===== config.mk =====
export PLATFORM = sky130hd
export DESIGN_NAME = lvl_intc
export DESIGN_NICKNAME = d
export VERILOG_FILES = /design/src/rtl/lvl_intc.sv
export SDC_FILE = /design/constraint.sdc
export NUM_CORES = 2
export LEC_CHECK = 0
export ABC_AREA = 1
export BUFFER_PORTS_ARGS = -buffer_cell sky130_fd_sc_hd__buf_2
export CORE_MARGIN = 2
export CORE_UTILIZATION = 40
export CTS_BUF_LIST = sky130_fd_sc_hd__clkbuf_8
export CTS_CLUSTER_SIZE = 14
export DETAILED_ROUTE_END_ITERATION = 16
export GPL_TIMING_DRIVEN = 0
export HOLD_SLACK_MARGIN = 0.06
export PLACE_DENSITY = 0.66
export SYNTH_ARGS = -nofsm -noshare
export SYNTH_HDL_FRONTEND = slang
export SYNTH_SLANG_ARGS = --single-unit

===== constraint.sdc =====
create_clock -name clk -period 165.9 [get_ports clk]
set_input_delay 8.295 -clock clk [delete_from_list [all_inputs] [get_ports clk]]
set_output_delay 8.295 -clock clk [all_outputs]
set_load 0.02 [all_outputs]

===== src/rtl/lvl_intc.sv =====
`timescale 1ns/1ps
module lvl_intc #(
  parameter int NBANK  = 2,
  parameter int PRIO_W = 6,
  parameter int AW     = 12
) (
  input  logic                  clk,
  input  logic                  rst_n,
  input  logic [32*NBANK-1:0]   req_in,
  input  logic                  bus_wr,
  input  logic [AW-1:0]         bus_addr,
  input  logic [31:0]           bus_wdata,
  output logic [31:0]           bus_rdata,
  output logic                  irq_o,
  output logic                  fiq_o
);
  localparam int NLINE = 32 * NBANK;
  localparam int IW    = $clog2(NLINE);

  logic [NLINE-1:0]  in_q, pend_q, swi_q, mask_q, fast_q;
  logic [NLINE-1:0]  pend_d, swi_d, mask_d;
  logic [PRIO_W-1:0] prio_q [NLINE];
  logic              gmask_q, aidle_q, arm_n_q, arm_f_q, irq_q, fiq_q;
  logic [1:0]        idle_q;
  logic [IW-1:0]     sir_n_q, sir_f_q, win_n, win_f;
  logic [PRIO_W-1:0] best_n, best_f;

  wire sreset  = bus_wr && bus_addr == AW'(12'h010) && bus_wdata[1];
  wire ctl_wr  = bus_wr && bus_addr == AW'(12'h048);
  wire [1:0] bsel = bus_addr[6:5];
  wire [2:0] breg = bus_addr[4:2];
  wire bank_hit = bus_addr[AW-1:7] == (AW-7)'(1) && bus_addr[1:0] == 2'b00 &&
                  int'(bsel) < NBANK;
  wire [AW-1:0] ilr_off = bus_addr - AW'(12'h100);
  wire ilr_hit = bus_addr >= AW'(12'h100) && bus_addr < AW'(256 + 4 * NLINE) &&
                 bus_addr[1:0] == 2'b00;
  wire [IW-1:0] ilr_idx = ilr_off[IW+1:2];

  wire [NLINE-1:0] elig_n = pend_q & ~mask_q & ~fast_q;
  wire [NLINE-1:0] elig_f = pend_q & ~mask_q & fast_q;
  wire [NLINE-1:0] rise   = req_in & ~in_q;
  wire [NLINE-1:0] fall   = ~req_in & in_q;

  always_comb begin
    swi_d  = swi_q;
    mask_d = mask_q;
    pend_d = pend_q;
    for (int b = 0; b < NBANK; b++) begin
      if (bus_wr && bank_hit && int'(bsel) == b) begin
        case (breg)
          3'd1: mask_d[b*32 +: 32] = bus_wdata;
          3'd2: mask_d[b*32 +: 32] = mask_q[b*32 +: 32] & ~bus_wdata;
          3'd3: mask_d[b*32 +: 32] = mask_q[b*32 +: 32] | bus_wdata;
          3'd4: begin
            swi_d[b*32 +: 32]  = swi_q[b*32 +: 32] | bus_wdata;
            pend_d[b*32 +: 32] = pend_q[b*32 +: 32] | bus_wdata;
          end
          3'd5: begin
            swi_d[b*32 +: 32]  = swi_q[b*32 +: 32] & ~bus_wdata;
            pend_d[b*32 +: 32] = swi_d[b*32 +: 32] & in_q[b*32 +: 32];
          end
          default: ;
        endcase
      end
    end
    pend_d = pend_d | rise;
    for (int b = 0; b < NBANK; b++)
      if (|fall[b*32 +: 32])
        pend_d[b*32 +: 32] = req_in[b*32 +: 32] | swi_d[b*32 +: 32];
  end

  always_comb begin
    best_n = '1; best_f = '1; win_n = '0; win_f = '0;
    for (int i = 0; i < NLINE; i++) begin
      if (elig_n[i] && prio_q[i] <= best_n) begin best_n = prio_q[i]; win_n = IW'(i); end
      if (elig_f[i] && prio_q[i] <= best_f) begin best_f = prio_q[i]; win_f = IW'(i); end
    end
  end

  always_ff @(posedge clk) begin
    if (!rst_n || sreset) begin
      in_q <= '0; pend_q <= '0; swi_q <= '0; mask_q <= '1; fast_q <= '0;
      for (int i = 0; i < NLINE; i++) prio_q[i] <= '0;
      gmask_q <= 1'b0; aidle_q <= 1'b0; idle_q <= 2'b00;
      arm_n_q <= 1'b1; arm_f_q <= 1'b1; irq_q <= 1'b0; fiq_q <= 1'b0;
      sir_n_q <= '0; sir_f_q <= '0;
    end else begin
      in_q   <= req_in;
      pend_q <= pend_d;
      swi_q  <= swi_d;
      mask_q <= mask_d;
      if (bus_wr && bus_addr == AW'(12'h010)) aidle_q <= bus_wdata[0];
      if (bus_wr && bus_addr == AW'(12'h050)) idle_q  <= bus_wdata[1:0];
      if (bus_wr && ilr_hit) begin
        prio_q[ilr_idx] <= bus_wdata[PRIO_W+1:2];
        fast_q[ilr_idx] <= bus_wdata[0];
      end
      if (arm_n_q && |elig_n && !gmask_q) begin
        irq_q <= 1'b1; arm_n_q <= 1'b0; sir_n_q <= win_n;
      end
      if (arm_f_q && |elig_f && !gmask_q) begin
        fiq_q <= 1'b1; arm_f_q <= 1'b0; sir_f_q <= win_f;
      end
      if (ctl_wr) begin
        gmask_q <= bus_wdata[2];
        if (bus_wdata[0]) begin irq_q <= 1'b0; arm_n_q <= 1'b1; end
        if (bus_wdata[1]) begin fiq_q <= 1'b0; arm_f_q <= 1'b1; end
      end
    end
  end

  always_comb begin
    bus_rdata = '0;
    case (bus_addr)
      AW'(12'h000): bus_rdata = 32'h21;
      AW'(12'h010): bus_rdata = {31'b0, aidle_q};
      AW'(12'h014): bus_rdata = 32'h1;
      AW'(12'h040): bus_rdata = 32'(sir_n_q);
      AW'(12'h044): bus_rdata = 32'(sir_f_q);
      AW'(12'h048): bus_rdata = {29'b0, gmask_q, 2'b00};
      AW'(12'h050): bus_rdata = {30'b0, idle_q};
      default: ;
    endcase
    if (bank_hit) begin
      case (breg)
        3'd0: bus_rdata = in_q[int'(bsel)*32 +: 32];
        3'd1: bus_rdata = mask_q[int'(bsel)*32 +: 32];
        3'd4: bus_rdata = swi_q[int'(bsel)*32 +: 32];
        3'd6: bus_rdata = elig_n[int'(bsel)*32 +: 32];
        3'd7: bus_rdata = elig_f[int'(bsel)*32 +: 32];
        default: ;
      endcase
    end
    if (ilr_hit)
      bus_rdata = {{(30-PRIO_W){1'b0}}, prio_q[ilr_idx], 1'b0, fast_q[ilr_idx]};
  end

  assign irq_o = irq_q;
  assign fiq_o = fiq_q;
endmodule


Word level (Yosys, flattened, before mapping)
Memory sizes are Yosys's and may differ from the RTL's. Index checks and enable logic that the tools add are counted.

Memory bits (writable): 384. Input port bits: 111. Word-level logic and storage cells: 647. Bits in registers: 340. Memories kept: 1.

Equal/unequal tests: 15. Magnitude comparators: 132. Bitwise gates (word level): 25. Reductions and logical operators: 160. Shifts and indexed selects: 5. Add/subtract/negate cells: 1. Multiplexer cells: 293.

Memories: prio_q (depth 64, bits a word 6, rd ports 65, clocked after memory_dff 0, wr ports 64, line 22) `logic [PRIO_W-1:0] prio_q [NLINE];`.

Operator list (count): 6-bit two-way mux (252); 6-bit less-or-equal comparator (126); 64-bit AND (5); 64-bit by 8-bit indexed part select with 32-bit output (5); 32-bit two-way mux (8); 64-bit NOT (4); 32-bit OR (8); 32-bit one-hot mux with 2 select lines (4); 32-bit AND (6); 32-bit one-hot mux with 3 select lines (2); 32-bit one-hot mux with 5 select lines (1); 1-bit logical AND (145); 64-bit OR reduction (2); 64-bit bitwise mux (1); 64-bit OR (1); 32-bit OR reduction (2); 12-bit by 7-bit == test with 1-bit output, second input constant (4); 6-bit one-hot mux with 7 select lines (1); 32-bit NOT (1); 12-bit by 5-bit == test with 1-bit output, second input constant (2); 1-bit two-way mux (22); 3-bit == test, second input constant (4); 12-bit by 9-bit greater-or-equal comparator with 1-bit output, second input constant (1); 12-bit zero test (1); 19 further kinds (23).

Longest topological paths before layout
Depth after elaboration: 194. Mapped depth: 637. Depth with buffers taken out: 575.

Worst setup path before layout
OpenSTA, ideal clock, no wires.

Path type: register -> register. Start: register mask_q[0]. End: register sir_n_q[4]. Buffers on the path: 63. Cell stages (with the launch flop): 577. Period minus slack after synthesis: 71.811 ns. Setup slack: 94.089 ns. Data arrival time: 71.703 ns. Path through: dfxtp_1 nor2_4 buf_6 nand2_1 nor2_1 ha_1 nand3_1 inv_1 nand3_1 nand2_1 nand2_2 nand2_2 buf_4 a21oi_1 ha_1 nand3_1 nand2_8 a21oi_1 (+541 left out) o21ai_0 a21oi_1 nor2_1 o32ai_1 nand2_1 buf_4 nand3_1 o21ai_1 ha_1 nand4_1 o221ai_1 a21oi_1 nor2_1 nand2_1 nor3_1 nand3_1 nand2_1 inv_1.

Cells in the longest elaborated chain, start to end: 194. Elaborated cells between the ends (all ways): 257. Those cells by class: 63 x order compare; 124 x mux; 3 x bitwise; 67 x reduce/logical.

Ends and longest elaborated chain: start: declaration (line 20) `logic [NLINE-1:0] in_q, pend_q, swi_q, mask_q, fast_q;`; start signal: assignment (line 91) `mask_q <= mask_d;`; 64-bit NOT * (line 39) `wire [NLINE-1:0] elig_n = pend_q & ~mask_q & ~fast_q;`; 64-bit AND * (2 in a row) (line 39); 1-bit logical AND (line 75) `if (elig_n[i] && prio_q[i] <= best_n) begin best_n = prio_q[i]; win_n = IW'(i); end`; 6-bit two-way mux (line 75); 6-bit less-or-equal comparator (line 75); 1-bit logical AND (line 75); 6-bit two-way mux (line 75); 6-bit less-or-equal comparator (line 75); (+177 left out); 1-bit logical AND (line 75); 6-bit two-way mux (line 75); 6-bit less-or-equal comparator (line 75); 1-bit logical AND (line 75); 6-bit two-way mux (line 75); 6-bit less-or-equal comparator (line 75); 1-bit logical AND (line 75); 6-bit two-way mux (line 75); end signal: assignment (line 86) `sir_n_q <= '0; sir_f_q <= '0;`; end signal: assignment (line 99) `irq_q <= 1'b1; arm_n_q <= 1'b0; sir_n_q <= win_n;`; end: declaration (line 25) `logic [IW-1:0] sir_n_q, sir_f_q, win_n, win_f;`.

Mark *: on every way between the ends. The rest lies on a longest branch, timed or not. A chain may end at the register's enable or synchronous reset.

Final worst setup path
Start: register mask_q[0]. End: register sir_f_q[4].

Cells in the longest elaborated chain, start to end: 194. Elaborated cells between the ends (all ways): 257. Those cells by class: 63 x order compare; 124 x mux; 3 x bitwise; 67 x reduce/logical.

Ends and longest elaborated chain: 64-bit NOT * (line 40) `wire [NLINE-1:0] elig_f = pend_q & ~mask_q & fast_q;`; 64-bit AND * (2 in a row) (line 40); 1-bit logical AND (line 76) `if (elig_f[i] && prio_q[i] <= best_f) begin best_f = prio_q[i]; win_f = IW'(i); end`; 6-bit two-way mux (line 76); 6-bit less-or-equal comparator (line 76); 1-bit logical AND (line 76); 6-bit two-way mux (line 76); 6-bit less-or-equal comparator (line 76); (+177 left out); 1-bit logical AND (line 76); 6-bit two-way mux (line 76); 6-bit less-or-equal comparator (line 76); 1-bit logical AND (line 76); 6-bit two-way mux (line 76); 6-bit less-or-equal comparator (line 76); 1-bit logical AND (line 76); 6-bit two-way mux (line 76); end signal: assignment (line 86); end signal: assignment (line 102) `fiq_q <= 1'b1; arm_f_q <= 1'b0; sir_f_q <= win_f;`; end: declaration (line 25).

Marks and branches as above.

==> flow_summary.json <==
{
  "die-area_mm2": 0.1764,
  "layout_min_cycle_time_ns": 90.76,
  "detailedRoute.firstIterationViolations": 12180,
  "report.final.slew_viol_count": 208,
  "die_h_um": 420.1,
  "worst_clock_skew_ns": 0.05490,
  "synth-async-reset-ratio_pct": 0,
  "floorplan.initialDensity_pct": 40.32,
  "grt_pass1_vias": 71130,
  "port_buffers": 138,
  "postSynth.topFlopCell": "edfxtp_1",
  "dpl_cell_area_mm2": 0.07327,
  "grt_pass1_wl_um": 533900,
  "critical-path-max-stage-delay_ns": 0.97,
  "grt_antenna_before_repair": 40,
  "clk-insertion-delay-late_ns": 0.94,
  "synth_top_cells_by_area": "edfxtp_1, nand2_1, dfxtp_1, ha_1, nand3_1",
  "ir_worst_vdd_mv": 0.008031,
  "per_cell_via_count_in_the_routed_design": 6.215,
  "cts_setup_buffers": 0,
  "cpMaxStageDelayCell": "o21ai_0",
  "powerDensity_mw_per_mm2": 6.108,
  "final_min_period_over_clock_period_pct": 54.71,
  "layout-drive-gt1-share_pct": 13.90,
  "crit_path_start_kind": "flop",
  "rsz_0062_raised_after_global_routing": "false",
  "synth_warnings": 0,
  "worst-slew-pin-transition_ns": 1.826,
  "synthesis.area_per_instance_um2": 6.780,
  "die_w_um": 420.1,
  "yosysUniqueCellTypes": 65,
  "post-synth-top-area-fraction_pct": 16.65,
  "count_of_fill_cells_added_during_filler_insertion": 18050,
  "synth_most_common_cell": "nand2_1",
  "timing.final.setup_violations": 0,
  "globalplace.congestion": 1.173,
  "hp-start": "aidle_q",
  "drt_pass1_iterations": 10,
  "drtAntennaViolNets": 0,
  "post-place-ws_ns": 76.86,
  "number_of_synthesized_flops_with_an_enable_pin": 384,
  "clk_path_buf_depth": 3,
  "timing.max_slew.rel_slack_pct": -22.87,
  "cts.sink_count": 724,
  "required_ns": 166.76,
  "path_class": "flop to flop",
  "cts-htree-levels": 4,
  "netlist.top_cell.by_area": "edfxtp_1",
  "drc_viols": 0,
  "ys_ff_latch": 724,
  "route.final.wire_length_um": 391900,
  "cpMostUsedCell": "nand2_2",
  "synth.top_cells.by_count": "nand2_1, inv_1, nand3_1, nor2_1, o21ai_0",
  "max_freq_mhz": 11.02,
  "synth.cell_area_mm2": 0.06924,
  "areaGrowthSynthToFinish_pct": 9.935,
  "cts_hold_buffers": 0,
  "routedWlPerCell_um": 30.20,
  "ports_placed_on_the_boundary": 145,
  "crit_path_start": "mask_q[0]",
  "postSynthCellCount": 10210,
  "cts_root_buffer": "clkbuf_8",
  "worst_setup_hold_path_clk_slew_ns": 0.06,
  "min_path_type": "flop to flop",
  "end_kind": "flop",
  "total_power_mw": 0.4649,
  "maxCapViolCount": 35,
  "fp-row-count": 152,
  "layout_setup_ws_ns": 75.14,
  "final_number_of_hold_violating_endpoints": 0,
  "run_status": "finished, violations left",
  "via_count": 80660,
  "final_core_utilization_pct": 44.32,
  "cts-resized-gates": 0,
  "core_area_mm2": 0.1717,
  "r2r-start": "mask_q[0]",
  "peak_fanout_along_the_critical_path": 10,
  "globalRouteOverflowTotal": 0,
  "leakagePower_nw": 33.62,
  "final_nets": 11140,
  "fin_tns_setup_ns": 0,
  "fin_area_mm2": 0.07612,
  "failed_checks": "capacitance limit, slew limit",
  "hpwl_um": 313000,
  "synth.net_count": 10830,
  "cts_tree": "built",
  "grt_util_all_layers_pct": 43.00,
  "yosysSeqAreaShare_pct": 26.48,
  "numCtsBuffers": 140,
  "maximum_number_of_pins_on_one_net_before_global_route_repair": 17,
  "critical_path_arrival_ns": 91.62
}
==> final timing paths <==
kind / to / slack [ns] / cells past startpoint
hold reg to reg: aidle_q / 0.47 / 2
setup / recovery: sir_f_q[4] / 75.14 / 574
hold / removal: aidle_q / 0.47 / 2
setup reg to reg: sir_f_q[4] / 75.14 / 574
==> cells by family after synthesis <==
family,count (synthesis),synth area share (%)
adder cells (fa/ha/maj),510,9.216
buffers and inverters,1650,11.21
flip-flops,724,26.48
AO/OA/AOI/OAI,2057,17.90
AND/OR/NAND/NOR,5271,35.19
==> sequential cells by signal (all words and copies together), names as in the netlist, 2 cells and up <==
| name | count |
|---|---|
| fast_q | 64 |
| swi_q | 64 |
| in_q | 64 |
| pend_q | 64 |
| sir_n_q | 6 |
| sir_f_q | 6 |
| idle_q | 2 |
| prio_q | 384 |
| mask_q | 64 |
==> cells in the final DEF (no fill, tap or decap), types with 15 or more instances in the layout <==
cell,Yosys,final
nor2_1,849,838
edfxtp_1,384,384
clkbuf_1,286,230
a31oi_1,79,79
buf_2,0,146
nand2_4,25,25
o211ai_1,37,37
o21ai_0,757,756
clkbuf_2,0,56
buf_4,27,31
clkinv_1,8,22
nor2_2,291,302
buf_6,32,36
nor3_2,1,20
a22oi_1,103,103
nand4_1,185,185
a41oi_1,15,15
o21bai_1,246,246
dfxtp_1,340,340
nor4_1,92,90
a21oi_1,381,381
nor3_1,227,208
clkbuf_8,74,231
ha_1,510,510
diode_2,0,38
a221oi_1,64,64
o22ai_1,258,258
inv_1,1183,1240
nand2_2,533,533
nand3_1,976,976
nand2_1,2063,2063
==> report_power, final <==
| part | leakage (nW) | total [mW] | switching (mW) | internal (mW) |
|---|---|---|---|---|
| registers | 6.42 | 0.206 | 0.0110 | 0.195 |
| logic | 25.6 | 0.0788 | 0.0604 | 0.0184 |
| clock network | 1.56 | 0.180 | 0.0914 | 0.0885 |
==> through the flow <==
step           instances  hold WS [ns]
6_report           12980        0.4681
3_5_place_dp       12680        0.4551
2_1_floorplan      10210        0.4390
3_3_place_gp       12660        0.4560
5_1_grt            12950        0.4765
4_1_cts            12930        0.4638
==> routing by layer <==
layer / vias up / wire length, µm / GRT usage [%]
met5: - / 128 / 0
met4: 17 / 33710 / 30.18
met3: 1267 / 52880 / 14.96
met2: 5669 / 154800 / 59.95
met1: 38160 / 150400 / 54.98
li1: 35540 / - / -
==> worst max-delay path: cells and delay by family, from the launching register on <==
family	cells	cell delay (ns)
fa+ha+maj	63	19.92
flops	1	0.49
simple gates	310	26.91
buf+inv	71	14.78
compound gates	130	28.36
==> area by class of cell <==
class	count	area (µm²)	area share, %
diodes	38	95.09	0.1249
repair buffers	166	1064	1.397
inverters	1200	4534	5.957
plain buffers	450	3302	4.338
clock inverters	95	457.9	0.6016
well taps	2310	2890	3.797
clock buffers	157	2161	2.839
flip-flops and latches	724	18340	24.09
multi-input cells	7838	43280	56.85
(Power assumes the default switching activity.)
